## src/rtl/dmx_pkg.sv

```systemverilog
package dmx_pkg;

   typedef enum logic [1:0] {
      ST_IDLE = 2'd0,
      ST_RD   = 2'd1,
      ST_WR   = 2'd2
   } eng_state_t;

   // Bit order of the control register, bit 7 first.
   typedef struct packed {
      logic       en;
      logic       word;
      logic       dec;
      logic       rpt;
      logic       ie;
      logic [2:0] src;
   } chan_ctl_t;

   localparam logic [1:0] SEL_CTL = 2'd0;
   localparam logic [1:0] SEL_ADR = 2'd1;
   localparam logic [1:0] SEL_CNT = 2'd2;

   localparam int unsigned SRC_CODES = 8;

endpackage

```

## src/rtl/dmx_ctl_reg.sv

```systemverilog
module dmx_ctl_reg
   import dmx_pkg::*;
(
   input  logic      clk,
   input  logic      rst_n,
   input  logic      standby,
   input  logic      wr_ctl,
   input  logic      rd_ctl,
   input  logic [7:0] wdata,
   input  logic      done_clr,
   output chan_ctl_t ctl,
   output logic      irq
);

   chan_ctl_t ctl_q, ctl_d, wv;
   logic      arm_q;
   logic      irq_q;

   always_comb begin
      wv    = chan_ctl_t'(wdata);
      ctl_d = ctl_q;
      if (wr_ctl) begin
         ctl_d    = wv;
         ctl_d.en = wv.en & (ctl_q.en | arm_q);
      end
      if (done_clr) ctl_d.en = 1'b0;
   end

   always_ff @(posedge clk or negedge rst_n) begin
      if (!rst_n) begin
         ctl_q <= '0;
         arm_q <= 1'b0;
         irq_q <= 1'b0;
      end else if (standby) begin
         ctl_q <= '0;
         arm_q <= 1'b0;
         irq_q <= 1'b0;
      end else begin
         ctl_q <= ctl_d;
         if (wr_ctl)
            arm_q <= 1'b0;
         else if (rd_ctl && !ctl_q.en)
            arm_q <= 1'b1;
         if (ctl_q.en && !ctl_d.en && ctl_d.ie)
            irq_q <= 1'b1;
         else if ((wr_ctl && wv.en) || !ctl_d.ie)
            irq_q <= 1'b0;
      end
   end

   assign ctl = ctl_q;
   assign irq = irq_q;

   AST_STANDBY_CLEAR: assert property (@(posedge clk) disable iff (!rst_n)
      standby |=> (ctl_q == '0) && !irq_q);

   AST_ARM_REQUIRED: assert property (@(posedge clk) disable iff (!rst_n)
      (wr_ctl && !standby && wv.en && !ctl_q.en && !arm_q) |=> !ctl_q.en);

   AST_IRQ_ON_FALL: assert property (@(posedge clk) disable iff (!rst_n)
      (!ctl_q.en && $past(ctl_q.en) && ctl_q.ie) |-> irq_q);

endmodule

```

## src/rtl/dmx_req_gate.sv

```systemverilog
module dmx_req_gate
   import dmx_pkg::*;
#(
   parameter int unsigned NREQ = 4
) (
   input  logic            clk,
   input  logic            rst_n,
   input  logic            standby,
   input  logic [NREQ-1:0] req_in,
   input  logic [2:0]      src,
   input  logic            en,
   input  logic            idle,
   output logic            start
);

   logic [SRC_CODES-1:0] code_map;
   logic                 sel_req;
   logic                 prev_q;

   for (genvar g = 0; g < SRC_CODES; g++) begin : g_map
      if (g < NREQ) begin : g_wired
         assign code_map[g] = req_in[g];
      end else begin : g_open
         assign code_map[g] = 1'b0;
      end
   end

   assign sel_req = code_map[src];

   always_ff @(posedge clk or negedge rst_n) begin
      if (!rst_n)       prev_q <= 1'b0;
      else if (standby) prev_q <= 1'b0;
      else              prev_q <= sel_req;
   end

   assign start = en && idle && sel_req && !prev_q;

   AST_START_ONCE: assert property (@(posedge clk) disable iff (!rst_n)
      start |=> !start);

endmodule

```

## src/rtl/dmx_engine.sv

```systemverilog
module dmx_engine
   import dmx_pkg::*;
#(
   parameter int unsigned   AW      = 16,
   parameter int unsigned   DW      = 16,
   parameter int unsigned   CW      = 16,
   parameter logic [AW-1:0] IO_ADDR = '1
) (
   input  logic          clk,
   input  logic          rst_n,
   input  logic          standby,
   input  logic          start,
   input  logic          word,
   input  logic          dec,
   input  logic          rpt,
   input  logic          wr_adr,
   input  logic          wr_cnt,
   input  logic [DW-1:0] wdata,
   input  logic [DW-1:0] bus_rdata,
   output logic [AW-1:0] mar,
   output logic [CW-1:0] cnt,
   output logic [AW-1:0] bus_addr,
   output logic          bus_rd,
   output logic          bus_wr,
   output logic          bus_word,
   output logic [DW-1:0] bus_wdata,
   output logic          idle,
   output logic          done_clr
);

   localparam int unsigned BYTE_W = 8;

   eng_state_t    state_q;
   logic [AW-1:0] mar_q, mar_sh, mar_step, step;
   logic [CW-1:0] cnt_q, cnt_sh;
   logic [DW-1:0] dbuf_q;
   logic          last;

   assign step     = word ? AW'(2) : AW'(1);
   assign mar_step = dec ? (mar_q - step) : (mar_q + step);
   assign last     = (cnt_q == CW'(1));

   always_ff @(posedge clk or negedge rst_n) begin
      if (!rst_n) begin
         state_q <= ST_IDLE;
         mar_q   <= '0;
         mar_sh  <= '0;
         cnt_q   <= '0;
         cnt_sh  <= '0;
         dbuf_q  <= '0;
      end else if (standby) begin
         state_q <= ST_IDLE;
      end else begin
         case (state_q)
            ST_IDLE: if (start) state_q <= ST_RD;
            ST_RD: begin
               dbuf_q  <= word ? bus_rdata
                               : {{(DW-BYTE_W){1'b0}}, bus_rdata[BYTE_W-1:0]};
               state_q <= ST_WR;
            end
            ST_WR: begin
               state_q <= ST_IDLE;
               if (last && rpt) begin
                  mar_q <= mar_sh;
                  cnt_q <= cnt_sh;
               end else begin
                  mar_q <= mar_step;
                  cnt_q <= cnt_q - CW'(1);
               end
            end
            default: state_q <= ST_IDLE;
         endcase
         if (wr_adr) begin
            mar_q  <= wdata[AW-1:0];
            mar_sh <= wdata[AW-1:0];
         end
         if (wr_cnt) begin
            cnt_q  <= wdata[CW-1:0];
            cnt_sh <= wdata[CW-1:0];
         end
      end
   end

   always_comb begin
      bus_rd   = (state_q == ST_RD);
      bus_wr   = (state_q == ST_WR);
      bus_word = bus_rd && word;
      if (bus_wr)
         bus_addr = IO_ADDR;
      else if (bus_rd && word)
         bus_addr = {mar_q[AW-1:1], 1'b0};
      else if (bus_rd)
         bus_addr = mar_q;
      else
         bus_addr = '0;
   end

   assign bus_wdata = bus_wr ? dbuf_q : '0;
   assign mar       = mar_q;
   assign cnt       = cnt_q;
   assign idle      = (state_q == ST_IDLE);
   assign done_clr  = (state_q == ST_WR) && last && !rpt && !standby;

   AST_RD_THEN_WR: assert property (@(posedge clk) disable iff (!rst_n)
      (bus_rd && !standby) |=> bus_wr);

   AST_ONE_STROBE: assert property (@(posedge clk) disable iff (!rst_n)
      !(bus_rd && bus_wr));

   AST_WORD_EVEN: assert property (@(posedge clk) disable iff (!rst_n)
      (bus_rd && bus_word) |-> !bus_addr[0]);

endmodule

```

## src/rtl/xfer_channel.sv

```systemverilog
module xfer_channel
   import dmx_pkg::*;
#(
   parameter int unsigned   AW      = 16,
   parameter int unsigned   DW      = 16,
   parameter int unsigned   CW      = 16,
   parameter int unsigned   NREQ    = 4,
   parameter logic [AW-1:0] IO_ADDR = 16'hFF00
) (
   input  logic            clk,
   input  logic            rst_n,
   input  logic            standby,
   input  logic [1:0]      cpu_sel,
   input  logic            cpu_rd,
   input  logic            cpu_wr,
   input  logic [DW-1:0]   cpu_wdata,
   output logic [DW-1:0]   cpu_rdata,
   input  logic [NREQ-1:0] req_in,
   output logic [AW-1:0]   bus_addr,
   output logic            bus_rd,
   output logic            bus_wr,
   output logic            bus_word,
   input  logic [DW-1:0]   bus_rdata,
   output logic [DW-1:0]   bus_wdata,
   output logic            irq
);

   if (DW != 16) begin : g_chk_dw
      $error("xfer_channel: DW must be 16");
   end
   if (AW < 2 || AW > DW) begin : g_chk_aw
      $error("xfer_channel: AW must lie in 2..DW");
   end
   if (CW < 1 || CW > DW) begin : g_chk_cw
      $error("xfer_channel: CW must lie in 1..DW");
   end
   if (NREQ < 1 || NREQ > SRC_CODES) begin : g_chk_nreq
      $error("xfer_channel: NREQ must lie in 1..8");
   end

   chan_ctl_t     ctl;
   logic          start, idle, done_clr;
   logic [AW-1:0] mar;
   logic [CW-1:0] cnt;
   logic          wr_ctl, rd_ctl, wr_adr, wr_cnt;

   assign wr_ctl = cpu_wr && (cpu_sel == SEL_CTL);
   assign rd_ctl = cpu_rd && (cpu_sel == SEL_CTL);
   assign wr_adr = cpu_wr && (cpu_sel == SEL_ADR);
   assign wr_cnt = cpu_wr && (cpu_sel == SEL_CNT);

   dmx_ctl_reg u_ctl (
      .clk      (clk),
      .rst_n    (rst_n),
      .standby  (standby),
      .wr_ctl   (wr_ctl),
      .rd_ctl   (rd_ctl),
      .wdata    (cpu_wdata[7:0]),
      .done_clr (done_clr),
      .ctl      (ctl),
      .irq      (irq)
   );

   dmx_req_gate #(.NREQ(NREQ)) u_gate (
      .clk     (clk),
      .rst_n   (rst_n),
      .standby (standby),
      .req_in  (req_in),
      .src     (ctl.src),
      .en      (ctl.en),
      .idle    (idle),
      .start   (start)
   );

   dmx_engine #(.AW(AW), .DW(DW), .CW(CW), .IO_ADDR(IO_ADDR)) u_eng (
      .clk       (clk),
      .rst_n     (rst_n),
      .standby   (standby),
      .start     (start),
      .word      (ctl.word),
      .dec       (ctl.dec),
      .rpt       (ctl.rpt),
      .wr_adr    (wr_adr),
      .wr_cnt    (wr_cnt),
      .wdata     (cpu_wdata),
      .bus_rdata (bus_rdata),
      .mar       (mar),
      .cnt       (cnt),
      .bus_addr  (bus_addr),
      .bus_rd    (bus_rd),
      .bus_wr    (bus_wr),
      .bus_word  (bus_word),
      .bus_wdata (bus_wdata),
      .idle      (idle),
      .done_clr  (done_clr)
   );

   always_comb begin
      case (cpu_sel)
         SEL_CTL: cpu_rdata = DW'(ctl);
         SEL_ADR: cpu_rdata = DW'(mar);
         SEL_CNT: cpu_rdata = DW'(cnt);
         default: cpu_rdata = '0;
      endcase
   end

   AST_OFF_STAYS_IDLE: assert property (@(posedge clk) disable iff (!rst_n)
      (!ctl.en && idle) |=> idle);

endmodule

```

## config.mk

```make
export PLATFORM = sky130hd
export DESIGN_NAME = xfer_channel
export DESIGN_NICKNAME = d
export VERILOG_FILES = /design/src/rtl/dmx_pkg.sv /design/src/rtl/dmx_ctl_reg.sv /design/src/rtl/dmx_req_gate.sv /design/src/rtl/dmx_engine.sv /design/src/rtl/xfer_channel.sv
export SDC_FILE = /design/constraint.sdc
export NUM_CORES = 1
export LEC_CHECK = 0
export BUFFER_PORTS_ARGS = -buffer_cell sky130_fd_sc_hd__buf_2
export CORE_UTILIZATION = 57
export CTS_CLUSTER_DIAMETER = 80
export DETAILED_ROUTE_END_ITERATION = 16
export PLACE_DENSITY = 0.87
export SYNTH_ARGS = -nofsm -noshare
export SYNTH_HDL_FRONTEND = slang
export SYNTH_SLANG_ARGS = --single-unit
```

## constraint.sdc

```tcl
create_clock -name clk -period 3.13 [get_ports clk]
set_input_delay 0.4695 -clock clk [delete_from_list [all_inputs] [get_ports clk]]
set_output_delay 0.4695 -clock clk [all_outputs]
set_load 0.005 [all_outputs]
```

==> metrics.txt, run 1 <==
status=complete, no violations; antenna violations before repair=0; Synth Register Bits=93; Global Route Usage Sum=31.1%; post-CTS setup buffer count=0; Clock Sinks=93; Final Max Slew Viols=0; Vias=5310; Register Area=2330 sq um; Yosys cell types=51; Post-route DRC=0; Simple-Gate Fraction of Synth Area=21.7%; share of post-route cells with drive strength above 1=22.0%; Worst-path clk slew=0.10 ns; crit-path leading delay family=compound AO/OA/AOI/OAI gates; gr ovfl total=0; Final Non-Filler Cells=865; fin crit share=83.6%; Pwr Density=581 nW/um^2; clk root buf=clkbuf_8; Critical Path Max Stage Delay=0.41 ns; CP max stage cell=fa_1; die area=10200 sq um; IO Pins=95; DP HPWL=10900 microns; VDD IR-drop max=0.421 mV; Critical Path Fanout Max=4; DRT Pass-1 Iters=6; Routed Antenna Nets=0; nets=792; number of global-route vias before repair=5050; core area=9370 sq um; Avg Cell Area, Syn=8.68 sq um; Max Root-Sink Buffers=2; Mapped Area=5600 sq um; Lkg Pwr=3.11 nW; fmax=382 MHz; H-tree levels=3; CTS buffer count=9; CP startpoint kind=flip-flop; Mapped Cells=645; final WL=15100 microns; Starting Density=59.7%; Post-CTS Resized=0; post-placement cell count=849; Worst EP arrival=2.86 ns; Critical Path, Cell by Cell=inv_1, ha_1, fa_1, nor2b_1, nor3_1, o31ai_1, a21oi_1, o31ai_1, xnor2_1, a31oi_1; XOR/XNOR Fraction of Synth Area=2.82%; WS Path Type=flip-flop to flip-flop; Final TNS setup=0 ns; drt first-iter violations=396; fin crit period=2.62 ns; Max-slew headroom=46.7%; Die H=101 microns; WHS=0.175 ns; vias per inst=6.14; row cnt=35; crit path capture type=flip-flop; setup violators final=0; final setup skew=0.0109 ns; maxcap violations=0; most frequent CP cell=o31ai_1; Synth area leaders=dfrtp_1, nand2_1, mux2_2; Routed WL per cell=17.4 microns; n_diodes=0; Synth-to-Final Area Change=15.4%; Async S/R FF share, synth=100%; required time of the worst setup path=3.37 ns; CTS tree=yes; port bufs=94; Post-synth EDFFs=0; fraction of the mapped netlist area in compound gates=18.2%; Synth Flop Type=dfrtp_1; clk_lat worst skew=0.38 ns; final hold violations=0; Mapped Nets=706; Post-Synth Adder-Cell Area=4.16%; GP Congestion=0.985; area of the multi-input gates=3070 sq um; fillcell total=745; hold crit path type=input port to asynchronous set/reset pin; RSZ-0062 raised after global routing=no; cell taking the most area after synthesis=dfrtp_1; synth warn=0; largest net degree at the start of global routing=60; post-synthesis sequential area ratio=41.6%; CTS Hold Bufs=0; crit path buf inv count=1; first-pass GRT wire length=24500 microns; top cell type's share of synthesized area=41.6%; portion of netlist area occupied by mux cells=8.05%; die width=101 microns; actual slew at the worst max-slew pin=0.799 ns; largest family of logic cells by synthesized area=simple AND/OR/NAND/NOR gates
==> registers in the layout, indices dropped and copies added, names as in the netlist, 2 cells and up <==
register / cells
u_eng.mar: 16
u_eng.cnt_sh: 16
u_eng.mar_sh: 16
u_eng.dbuf_q: 16
u_eng.state_q: 2
u_ctl.ctl: 8
u_eng.cnt: 16
==> cell families after synthesis <==
family / after synthesis
buffers and inverters: 48
adders and majority gates: 18
xor gates and xnor gates: 18
AOI/OAI and AO/OA: 166
and+or+nand+nor: 261
muxes: 41
DFF: 93
==> stage by stage <==
stage | area, sq um | utilization (%) | power [mW] | setup slack (ns)
6_report | 6460 | 68.9 | 3.75 | 0.515
5_1_grt | 6460 | 68.9 | 3.95 | 0.305
3_5_place_dp | 6220 | 66.3 | 2.74 | 0.666
4_1_cts | 6460 | 68.9 | 3.73 | 0.537
2_1_floorplan | 5600 | - | 2.38 | 0.655
3_3_place_gp | 6220 | 66.3 | 2.67 | 0.724
==> layer usage <==
| layer | GRT usage [%] | up-vias | part of all wire, % |
|---|---|---|---|
| met3 | 5.48 | 45 | 8.8 |
| met1 | 40.5 | 2493 | 40 |
| li1 | - | 2451 | - |
| met4 | 12.9 | 0 | 2.8 |
| met5 | 0 | - | 0 |
| met2 | 51.4 | 321 | 48 |
==> synthesized netlist by cell type, types with 9 or more instances <==
| cell type | n |
|---|---|
| nor3_1 | 20 |
| nand3_1 | 14 |
| a31oi_1 | 9 |
| and2_1 | 28 |
| ha_1 | 17 |
| dfrtp_1 | 93 |
| nor2_1 | 33 |
| nand2_1 | 133 |
| inv_1 | 12 |
| mux2i_1 | 9 |
| o211ai_1 | 12 |
| o21ai_0 | 49 |
| nor2b_1 | 9 |
| xnor2_1 | 12 |
| clkbuf_1 | 24 |
| mux2_2 | 32 |
| a21oi_1 | 48 |
==> placed cells by master, fill, tap and decap left out, types with 8 or more instances in the layout <==
cell type  Yosys  layout
nand2_1      133     133
buf_2          7      93
dfrtp_1       93      93
o21ai_0       49      49
a21oi_1       48      48
nor2_1        33      33
mux2_2        32      32
and2_1        28      28
nor3_1        20      20
ha_1          17      17
buf_4          2      16
nand3_1       14      14
inv_1         12      12
xnor2_1       12      12
o211ai_1      12      12
mux2i_1        9       9
nor2b_1        9       9
a31oi_1        9       9
clkbuf_8       0       9
a22o_1         8       8
a211oi_1       8       8
==> worst register-to-register path, delay by kind of cell (launching register included) <==
kind | cells | cell delay [ns]
XOR/XNOR | 1 | 0.19
AND/OR/NAND/NOR | 2 | 0.26
flip-flops | 1 | 0.39
adder cells (fa/ha/maj) | 2 | 0.64
AO/OA/AOI/OAI | 4 | 0.93
buffers and inverters | 1 | 0.07
==> path summary, 6_finish.rpt <==
check | startpoint | endpoint | slack [ns] | cells past startpoint
max reg2reg | u_eng.mar[0] | u_eng.mar[14] | 0.51 | 10
max | u_eng.mar[0] | u_eng.mar[14] | 0.51 | 10
max in group asynchronous | rst_n | u_ctl.ctl[1] | 2.29 | 2
min in group clk | bus_rdata[7] | u_eng.dbuf_q[7] | 0.28 | 3
min | rst_n | u_eng.mar[10] | 0.17 | 1
min reg2reg | u_eng.dbuf_q[10] | u_eng.dbuf_q[10] | 0.47 | 2
==> power breakdown <==
part / internal [mW] / leakage (nW) / switching (mW) / total, mW
clock: 0.535 / 0.120 / 0.460 / 0.995
sequential: 1.43 / 1.18 / 0.279 / 1.70
combinational: 0.494 / 1.81 / 0.560 / 1.05
==> cell type report <==
cell class / instances / share of cell area [%]
timing repair buffer: 110 / 9.37
inverter: 13 / 0.755
multi-input combinational: 504 / 47.6
clock inverter: 7 / 1.86
clock buffer: 9 / 1.92
sequential: 93 / 36.0
tap: 129 / 2.50
Note: power is estimated with default switching activity, not from simulation.
==> run 2: changes to the inputs <==
ABC_AREA = 1   (was default)
CORE_UTILIZATION = 58   (was 57)
clock period = 2.5 ns   (was 3.13 ns; I/O delays follow)
==> metrics.txt, run 2 <==
status=complete, no violations; Critical Path, Cell by Cell=inv_1, nor2_1, inv_1, nor2_1, buf_2; reg2reg path depth=12 (+2); Worst EP arrival=1.93 ns (-0.93 ns); top cell type's share of synthesized area=38.3% (-3.2 points); required time of the worst setup path=2.12 ns (-1.25 ns); most frequent cells in the layout=nand2_1, inv_1, buf_2, dfrtp_1, nor2_1; DRT Pass-1 Iters=6 (unchanged); post-placement cell count=1071 (+26%); Die H=104 microns (+3.2%); Worst-path clk slew=0.09 ns (about the same); Post-route DRC=0 (unchanged); nets=1011 (+28%); Final TNS setup=0 ns (unchanged); Mapped Area=6070 sq um (+8.4%); Final Util=69.2% (+0.30 points); hold crit path type=input port to flip-flop; Lkg Pwr=3.80 nW (+22%); synth cell count leaders=nand2_1, inv_1, dfrtp_1, nor2_1, o21ai_0; Synth area leaders=dfrtp_1, nand2_1, inv_1; core area=9950 sq um (+6.2%); leading cell type in the layout, fill and taps excluded=nand2_1; DP HPWL=12200 microns (+13%); Clock Sinks=93 (unchanged); Yosys cell types=39 (-24%); final setup skew=0.0170 ns (+0.00611 ns); Max Root-Sink Buffers=2 (unchanged); top-count cell post-synth=nand2_1; Global Route Usage Sum=31.7% (+0.67 points); WS Path Type=flip-flop to primary output; Mapped Cells=864 (+34%); share of post-route cells with drive strength above 1=17.8% (-4.2 points); crit path capture type=primary output; fin crit share=92.0%; Async S/R FF share, synth=100% (unchanged); Routed WL per cell=15.1 microns (-13%); setup violators final=0 (unchanged); number of global-route vias before repair=5529 (+9.5%); die area=10900 sq um (+6.4%); Critical Path Fanout Max=24 (+20); Synth Register Bits=93 (unchanged); fin crit period=2.30 ns; final hold violations=0 (unchanged); H-tree levels=3 (unchanged); Final Power=5.00 mW (+33%); Post-CTS Resized=0 (unchanged); Critical Path Max Stage Delay=0.45 ns (+0.04 ns); Mapped Nets=925 (+31%); RSZ-0062 raised after global routing=no; Internal Pwr Total=3.06 mW (+25%); IO Pins=95 (unchanged); maxcap violations=0 (unchanged); Sequential Power Share=41.3% (-4.1 points); Sw Pwr=1.94 mW (+50%); VDD IR-drop max=0.377 mV (-11%); Vias=6084 (+15%); clk_lat worst skew=0.37 ns (about the same); Min-Delay Path Depth=3; Max-slew headroom=49.9% (+3.2 points); port bufs=94 (unchanged); row cnt=36 (+2.9%); Post-synth EDFFs=0 (unchanged); actual slew at the worst max-slew pin=0.751 ns (-0.0486 ns); Logic pwr share=35.8% (+7.7 points); GP Congestion=0.958 (-2.7%); fmax=435 MHz; post-synthesis sequential area ratio=38.3% (-3.2 points); CP startpoint kind=flip-flop; Pwr Density=726 nW/um^2 (+25%); Final Non-Filler Cells=1088 (+26%); clk root buf=clkbuf_8; CTS tree=yes; vias per inst=5.59 (-8.9%); die width=104 microns (+3.2%); Starting Density=61.0% (+1.2 points); Avg Cell Area, Syn=7.02 sq um (-19%); area of the multi-input gates=3090 sq um (+0.53%); largest net degree at the start of global routing=61 (+1.7%); Switching Fraction=38.9% (+4.2 points); synth warn=0 (unchanged); drt first-iter violations=629 (+59%); Synth Flop Type=dfrtp_1; Synth-to-Final Area Change=13.6%; fillcell total=868 (+17%); Register Area=2330 sq um (unchanged); CP max stage cell=inv_1; n_diodes=0 (unchanged); Final Max Slew Viols=0 (unchanged); clock share of power=23.0% (-3.5 points); gr ovfl total=0 (unchanged); cell taking the most area after synthesis=dfrtp_1; first-pass GRT wire length=27400 microns (+12%); antenna violations before repair=0 (unchanged); final WL=16500 microns (+9.4%); Routed Antenna Nets=0 (unchanged); CTS buffer count=9 (unchanged)
## run 2: cell types whose count changed in the layout (fill, tap and decap cells not counted), moves of 25 or more
cell	delta
o21ai_1	+25
inv_1	+109
nand2_1	+84
nand3_1	+38
and2_1	-28
mux2_2	-32
nor2_1	+58
## run 2: power by group through the flow
stage          clock [mW]  sequential [mW]  combinational [mW]
2_1_floorplan           0             1.99                1.32
3_3_place_gp            0             2.08                1.71
3_5_place_dp            0             2.08                1.76
4_1_cts              1.16             2.06                1.77
5_1_grt              1.22             2.09                2.04
6_report             1.15             2.06                1.79
## run 2: cells by family (layout without fill, tap and decap cells)
group,count (synthesis),in the layout,share of synthesized area (%)
xor+xnor,14,14,2.02
flops,93,93,38.3
buf+inv,163,254,10.8
simple gates,397,397,28.2
compound gates,179,179,16.8
fa+ha+maj,18,18,3.83
## run 2: stage by stage
step                      worst slack (ns)  area, sq um  hold WS [ns]
after floorplan                      0.471         6070        0.0794
after global placement               0.383         6660         0.342
after detailed placement             0.341         6660         0.341
after CTS                            0.240         6890         0.225
after global routing                0.0513         6890         0.229
final                                0.200         6890         0.229
## run 2: area by class of cell
class	instances	share of cell area, %
clock buffers	11	2.05
clock inverters	5	1.20
inverters	133	7.28
multi-input cells	608	44.8
flip-flops and latches	93	33.8
well taps	133	2.41
repair buffers	105	8.46
## run 2: routing by layer
metal  share of wire [%]  vias up  track usage (%)
met3                 9.1       46             5.14
met5                   0        -                0
li1                    -     2942                -
met2                  45      311             49.2
met4                 3.7        0             15.1
met1                  42     2785             43.3
## run 2: repair_timing
item	in CTS	in global routing
buffers inserted	0	0
setup endpoints to repair	0	0
hold buffers	1	0
endpoints found under the hold margin	33	0
## run 2: final timing paths
check / startpoint / to / slack (ns)
max in group asynchronous: rst_n / u_eng.mar[3] / 1.35
min in group asynchronous: rst_n / u_eng.state_q[0] / 0.48
worst max-delay path: u_eng.state_q[1] / bus_wdata[3] / 0.20
worst min-delay path: bus_rdata[0] / u_eng.dbuf_q[0] / 0.23
worst max register to register: u_ctl.ctl[6] / u_eng.mar[12] / 0.30
worst min register to register: u_eng.cnt_sh[3] / u_eng.cnt_sh[3] / 0.50
## run 2: worst max-delay path, delay by kind of cell, from the launching register on
family | cells | cell delay, ns
AND/OR/NAND/NOR | 2 | 0.55
flip-flops | 1 | 0.37
buffers and inverters | 3 | 0.64
